[src/rtl/rngb_pkg.sv]
`timescale 1ns/1ps
package rngb_pkg;
   localparam int BYTE_W     = 8;
   localparam int CTL_EN_BIT = 0;
   localparam int CTL_FIT_BIT = 6;
   localparam int STS_RDY_BIT = 0;

   typedef enum logic [1:0] {
      OFF_CTL  = 2'd0,
      OFF_STS  = 2'd1,
      OFF_DATA = 2'd2,
      OFF_NONE = 2'd3
   } rngb_off_e;
endpackage

[src/rtl/rngb_lfsr.sv]
`timescale 1ns/1ps
module rngb_lfsr #(
   parameter int           W     = 16,
   parameter logic [W-1:0] TAPS  = 16'hD008,
   parameter logic [W-1:0] SEED  = 16'hACE1,
   parameter int           NBITS = 1
) (
   input  logic             clk,
   input  logic             rst_n,
   input  logic             step_i,
   output logic [NBITS-1:0] bits_o
);
   logic [W-1:0] state_q;
   logic [W-1:0] state_nxt;

   if (W < 3) begin : g_bad_w
      $error("rngb_lfsr: W must be at least 3");
   end
   if (SEED == '0) begin : g_bad_seed
      $error("rngb_lfsr: SEED must be nonzero");
   end
   if (!TAPS[W-1]) begin : g_bad_taps
      $error("rngb_lfsr: TAPS must include the top state bit");
   end

   if (NBITS == 1) begin : g_single
      // XOR chain over the tap mask, one stage per state bit
      logic [W-1:0] chain;
      assign chain[0] = TAPS[0] & state_q[0];
      for (genvar i = 1; i < W; i++) begin : g_chain
         assign chain[i] = chain[i-1] ^ (TAPS[i] & state_q[i]);
      end
      assign bits_o    = chain[W-1];
      assign state_nxt = {state_q[W-2:0], chain[W-1]};
   end else begin : g_multi
      // several steps unrolled per clock; earliest bit goes highest
      always_comb begin
         logic [W-1:0] s;
         logic         fb;
         s      = state_q;
         bits_o = '0;
         for (int k = 0; k < NBITS; k++) begin
            fb                 = ^(s & TAPS);
            bits_o[NBITS-1-k]  = fb;
            s                  = {s[W-2:0], fb};
         end
         state_nxt = s;
      end
   end

   always_ff @(posedge clk or negedge rst_n) begin
      if (!rst_n)      state_q <= SEED;
      else if (step_i) state_q <= state_nxt;
   end
endmodule

[src/rtl/rngb_harvest.sv]
`timescale 1ns/1ps
module rngb_harvest #(
   parameter int NBITS = 1
) (
   input  logic                      clk,
   input  logic                      rst_n,
   input  logic                      en_i,
   input  logic                      take_i,
   input  logic [NBITS-1:0]          bits_i,
   output logic                      step_o,
   output logic                      ready_o,
   output logic [rngb_pkg::BYTE_W-1:0] byte_o
);
   import rngb_pkg::*;

   localparam int SPB   = BYTE_W / NBITS;
   localparam int CNT_W = (SPB > 1) ? $clog2(SPB) : 1;
   localparam logic [CNT_W-1:0] LAST = CNT_W'(SPB - 1);

   if (!(NBITS == 1 || NBITS == 2 || NBITS == 4 || NBITS == 8)) begin : g_bad_nbits
      $error("rngb_harvest: NBITS must divide the byte width");
   end

   logic [BYTE_W-1:0]       acc_q;
   logic [BYTE_W-1:0]       hold_q;
   logic [CNT_W-1:0]        cnt_q;
   logic                    ready_q;
   logic [BYTE_W+NBITS-1:0] cat;
   logic [BYTE_W-1:0]       acc_nxt;
   logic                    unused_hi;

   assign cat       = {acc_q, bits_i};
   assign acc_nxt   = cat[BYTE_W-1:0];
   assign unused_hi = ^cat[BYTE_W+NBITS-1:BYTE_W];

   // source runs only when enabled and the holding slot is free
   assign step_o  = en_i & ~ready_q;
   assign ready_o = ready_q;
   assign byte_o  = hold_q;

   always_ff @(posedge clk or negedge rst_n) begin
      if (!rst_n) begin
         acc_q   <= '0;
         hold_q  <= '0;
         cnt_q   <= '0;
         ready_q <= 1'b0;
      end else if (take_i) begin
         ready_q <= 1'b0;
      end else if (step_o) begin
         acc_q <= acc_nxt;
         if (cnt_q == LAST) begin
            cnt_q   <= '0;
            hold_q  <= acc_nxt;
            ready_q <= 1'b1;
         end else begin
            cnt_q <= cnt_q + 1'b1;
         end
      end
   end
endmodule

[src/rtl/rngb_regif.sv]
`timescale 1ns/1ps
module rngb_regif #(
   parameter int ADDR_W = 2,
   parameter bit FITTED = 1'b1
) (
   input  logic                        clk,
   input  logic                        rst_n,
   input  logic                        bus_sel,
   input  logic                        bus_wr,
   input  logic [ADDR_W-1:0]           bus_addr,
   input  logic [rngb_pkg::BYTE_W-1:0] bus_wdata,
   input  logic                        ready_i,
   input  logic [rngb_pkg::BYTE_W-1:0] byte_i,
   output logic                        en_o,
   output logic                        take_o,
   output logic [rngb_pkg::BYTE_W-1:0] bus_rdata
);
   import rngb_pkg::*;

   if (ADDR_W < 2) begin : g_bad_addr
      $error("rngb_regif: ADDR_W must be at least 2");
   end

   logic      hi_zero;
   rngb_off_e off;
   logic      rd_hit;
   logic      wr_ctl;
   logic      unused_wdata;

   if (ADDR_W > 2) begin : g_hi
      assign hi_zero = ~|bus_addr[ADDR_W-1:2];
   end else begin : g_nohi
      assign hi_zero = 1'b1;
   end

   assign off          = rngb_off_e'(bus_addr[1:0]);
   assign rd_hit       = bus_sel & ~bus_wr & hi_zero;
   assign wr_ctl       = bus_sel & bus_wr & hi_zero & (off == OFF_CTL);
   assign take_o       = rd_hit & (off == OFF_DATA) & ready_i;
   assign unused_wdata = ^bus_wdata;

   if (FITTED) begin : g_fitted
      logic en_q;
      always_ff @(posedge clk or negedge rst_n) begin
         if (!rst_n)      en_q <= 1'b0;
         else if (wr_ctl) en_q <= bus_wdata[CTL_EN_BIT];
      end
      assign en_o = en_q;
   end else begin : g_absent
      assign en_o = 1'b0;
   end

   always_comb begin
      bus_rdata = '0;
      if (rd_hit) begin
         unique case (off)
            OFF_CTL: begin
               bus_rdata[CTL_EN_BIT]  = en_o;
               bus_rdata[CTL_FIT_BIT] = FITTED;
            end
            OFF_STS:  bus_rdata[STS_RDY_BIT] = ready_i;
            OFF_DATA: bus_rdata = byte_i;
            default:  bus_rdata = '0;
         endcase
      end
   end
endmodule

[src/rtl/rngb_top.sv]
`timescale 1ns/1ps
module rngb_top #(
   parameter int               ADDR_W    = 2,
   parameter bit               FITTED    = 1'b1,
   parameter int               LFSR_W    = 16,
   parameter logic [LFSR_W-1:0] LFSR_TAPS = 16'hD008,
   parameter logic [LFSR_W-1:0] LFSR_SEED = 16'hACE1,
   parameter int               BITS_PER_CYCLE = 1
) (
   input  logic              clk,
   input  logic              rst_n,
   input  logic              bus_sel,
   input  logic              bus_wr,
   input  logic [ADDR_W-1:0] bus_addr,
   input  logic [7:0]        bus_wdata,
   output logic [7:0]        bus_rdata
);
   logic                      en_w;
   logic                      take_w;
   logic                      step_w;
   logic                      rdy_w;
   logic [7:0]                byte_w;
   logic [BITS_PER_CYCLE-1:0] bits_w;

   rngb_regif #(.ADDR_W(ADDR_W), .FITTED(FITTED)) u_regif (
      .clk(clk), .rst_n(rst_n),
      .bus_sel(bus_sel), .bus_wr(bus_wr), .bus_addr(bus_addr),
      .bus_wdata(bus_wdata),
      .ready_i(rdy_w), .byte_i(byte_w),
      .en_o(en_w), .take_o(take_w), .bus_rdata(bus_rdata)
   );

   rngb_lfsr #(.W(LFSR_W), .TAPS(LFSR_TAPS), .SEED(LFSR_SEED),
               .NBITS(BITS_PER_CYCLE)) u_lfsr (
      .clk(clk), .rst_n(rst_n), .step_i(step_w), .bits_o(bits_w)
   );

   rngb_harvest #(.NBITS(BITS_PER_CYCLE)) u_harvest (
      .clk(clk), .rst_n(rst_n), .en_i(en_w), .take_i(take_w),
      .bits_i(bits_w), .step_o(step_w), .ready_o(rdy_w), .byte_o(byte_w)
   );
endmodule

[config.mk]
export PLATFORM = sky130hd
export DESIGN_NAME = rngb_top
export DESIGN_NICKNAME = d
export VERILOG_FILES = /design/src/rtl/rngb_pkg.sv /design/src/rtl/rngb_lfsr.sv /design/src/rtl/rngb_harvest.sv /design/src/rtl/rngb_regif.sv /design/src/rtl/rngb_top.sv
export SDC_FILE = /design/constraint.sdc
export NUM_CORES = 1
export LEC_CHECK = 0
export ABC_CLOCK_PERIOD_IN_PS = 3800
export BUFFER_PORTS_ARGS = -buffer_cell sky130_fd_sc_hd__buf_2
export CORE_ASPECT_RATIO = 0.5
export CORE_UTILIZATION = 29
export CTS_CLUSTER_SIZE = 20
export DETAILED_ROUTE_END_ITERATION = 10
export PLACE_DENSITY_LB_ADDON = 0.1
export SETUP_SLACK_MARGIN = 0.3
export SYNTH_ARGS = -nofsm -noshare
export SYNTH_HDL_FRONTEND = slang
export SYNTH_HIERARCHICAL = 1
export SYNTH_SLANG_ARGS = --single-unit
[constraint.sdc]
create_clock -name clk -period 3.8 [get_ports clk]
set_input_delay 0.57 -clock clk [delete_from_list [all_inputs] [get_ports clk]]
set_output_delay 0.57 -clock clk [all_outputs]
set_load 0.02 [all_outputs]
==> metrics.cfg <==
[drt]
drc = 0
ant_nets = 0
dr.pass1.iters = 2
wl_per_cell_um = 12.28
drt_iter0_markers = 5
routed_wl_mm = 2.370
vias = 843
viasPerCell = 4.368

[sta]
fmax_ghz = 0.4477
hold_violations = 0
fin_crit_sh = 0.5878
fin_tns_setup_ps = 0
setup-violations-final = 0
tightest_slew_ps = 889.3
layout_min_cycle_time_ps = 2234
slew_headroom = 0.4058
rsz0062_at_grt = false
finClkSkew_ps = 4.946
setup_ws_ps = 1566
holdWs_ps = 380.6
slew_violations = 0

[synthesis]
synth.distinct_cells = 24
synth-main-ff-cell = dfrtp_1
syn_nets = 120
synthTopCellsByCount = dfrtp_1, mux2_2, mux2_4
synth_seq_cells = 36
synth_top_area_share = 0.4375
synth_area_per_cell_um2 = 15.40
ys_warn_count = 6
synth.area.top_cells = dfrtp_1, mux2_2, dfstp_2, mux2_4, and2_1
synth_edf_count = 0
syn_inst = 104
synth_area_leader_cell = dfrtp_1
yosysSeqAreaShare = 0.5688
syn_area_mm2 = 0.001602
synth.most_common_cell = dfrtp_1
async_flop_share = 1.000

[pwr]
peakVddDrop_v = 0.0001365
power_density_mw_per_mm2 = 475.4
totalPowerFinal_mw = 0.8690
power.leakage_nw = 0.8815
p_int_mw = 0.6391
p_sw_frac = 0.2645
power.switching_mw = 0.2299
combinationalPowerShare = 0.191
p_seq_frac = 0.493
clockPowerShare = 0.316

[critical_path]
critPathArrivalTime_ps = 2400
worstPathRequired_ps = 3970
endpoint_kind = flop
worstSetupStartpoint = bus_addr[1]
crit_type = input pin to flop
cp_max_fo = 7
r2r_start = u_harvest/ready_o
start_kind = input pin

[clock_network]
path_clk_slew_ps = 70
insertion_delay_ps = 280
cts_hold_buffers = 0
cts_buffers = 5
cts_buffer_depth = 2
cts_tree = done
post-cts-setup-buffers = 0
htree_num_levels = 2
post_cts_resized = 0
clock-root-buffer = clkbuf_8
clock_sinks = 36

[floorplan]
core_mm2 = 0.005112
die_y_um = 54.55
initial_core_util = 0.3133
die_area_mm2 = 0.005842
ios = 22
rows = 18
dieWidth_um = 107.1

[cells_and_area]
drive_gt1_frac = 0.5691
area_growth_pct = 14.14
final_nets = 138
fin_util = 0.3576
final_cells = 193
antenna_cells = 0
final_area_mm2 = 0.001828

[global_route]
grt_usage = 0.09948
grt_pass1_vias = 887
gr-total-overflow = 0
antenna_found_initial = 0
grt_max_degree = 37
grt_busiest_layer = met2
grt_pass1_wl_mm = 4.153
met3_usage = 0.04643
use_met1 = 0.1183
met2_usage = 0.1591

[placed_design]
port_buffers = 14
placed_cells = 185
place.gp.congestion = 0.6316
placed_area_mm2 = 0.001735
dp_hpwl_mm = 1.589
dp_slack_ps = 1195

[status]
status = complete, no violations

[worst_hold_path]
hp-class = input pin to async pin

[run]
drv_cap = 0

-- cell usage in the layout, fill, tap and decap left out, types with 2 or more instances in the layout --
cell,n
ha_1,2
nor2_1,2
mux2_4,10
and2_1,7
xnor2_1,2
clkinv_2,2
dfstp_2,8
nor2b_1,3
mux2_2,25
buf_2,14
a211oi_1,2
clkbuf_8,6
dfrtp_1,28
-- worst max-delay path, stage by stage --
cell	delay, ps
buf_2	130
nor3b_4	180
and2_1	180
nor3b_1	740
buf_4	280
mux2_2	330
-- flip-flops by register name, indices dropped and copies added, names as in the netlist --
name,count
u_harvest/ready_o,1
u_harvest/acc_q,7
u_harvest/byte_o,8
u_harvest/cnt_q,3
u_regif/en_o,1
u_lfsr/state_q,16
-- per-layer routing --
| layer | part of all wire | vias up | wire length [um] |
|---|---|---|---|
| met5 | 0 | - | 0 |
| met4 | 0.0042 | 0 | 10 |
| met3 | 0.054 | 2 | 129 |
| met2 | 0.42 | 14 | 996 |
| met1 | 0.52 | 426 | 1234 |
| li1 | - | 401 | - |
-- logic make-up (layout without fill, tap and decap cells) --
family	after synthesis	in the layout	share of synthesized area
and+or+nand+nor	21	21	0.09766
DFF	36	36	0.5687
muxes	35	35	0.2695
adders and majority gates	2	2	0.01562
buffers and inverters	4	23	0.01953
AOI/OAI and AO/OA	3	3	0.01249
xor gates and xnor gates	3	3	0.01641
-- power by group through the flow --
stage | clock network, mW | registers, mW | logic, mW
after floorplan | 0 | 0.430 | 0.141
after global placement | 0 | 0.435 | 0.167
after detailed placement | 0 | 0.436 | 0.169
after CTS | 0.290 | 0.428 | 0.170
after global routing | 0.305 | 0.435 | 0.189
final | 0.275 | 0.428 | 0.166
-- final timing paths --
kind | depth (start not counted) | end | slack, ps
worst max-delay path | 6 | u_harvest/acc_q[5] | 1570
worst min-delay path | 1 | u_lfsr/state_q[14] | 380
worst max register to register | 4 | u_harvest/acc_q[5] | 1740
worst min register to register | 1 | u_harvest/byte_o[2] | 500
max in group asynchronous | 1 | u_harvest/acc_q[0] | 2910
min in group clk | 1 | u_harvest/byte_o[2] | 500
-- cell type report --
cell class | count | area (um^2)
sequential | 36 | 910.9
timing repair buffer | 15 | 77.57
tap | 70 | 87.58
clock buffer | 6 | 82.58
fill | 492 | 3284
clock inverter | 2 | 10.01
multi-input combinational | 64 | 659.4
Note: power is estimated with default switching activity, not from simulation.
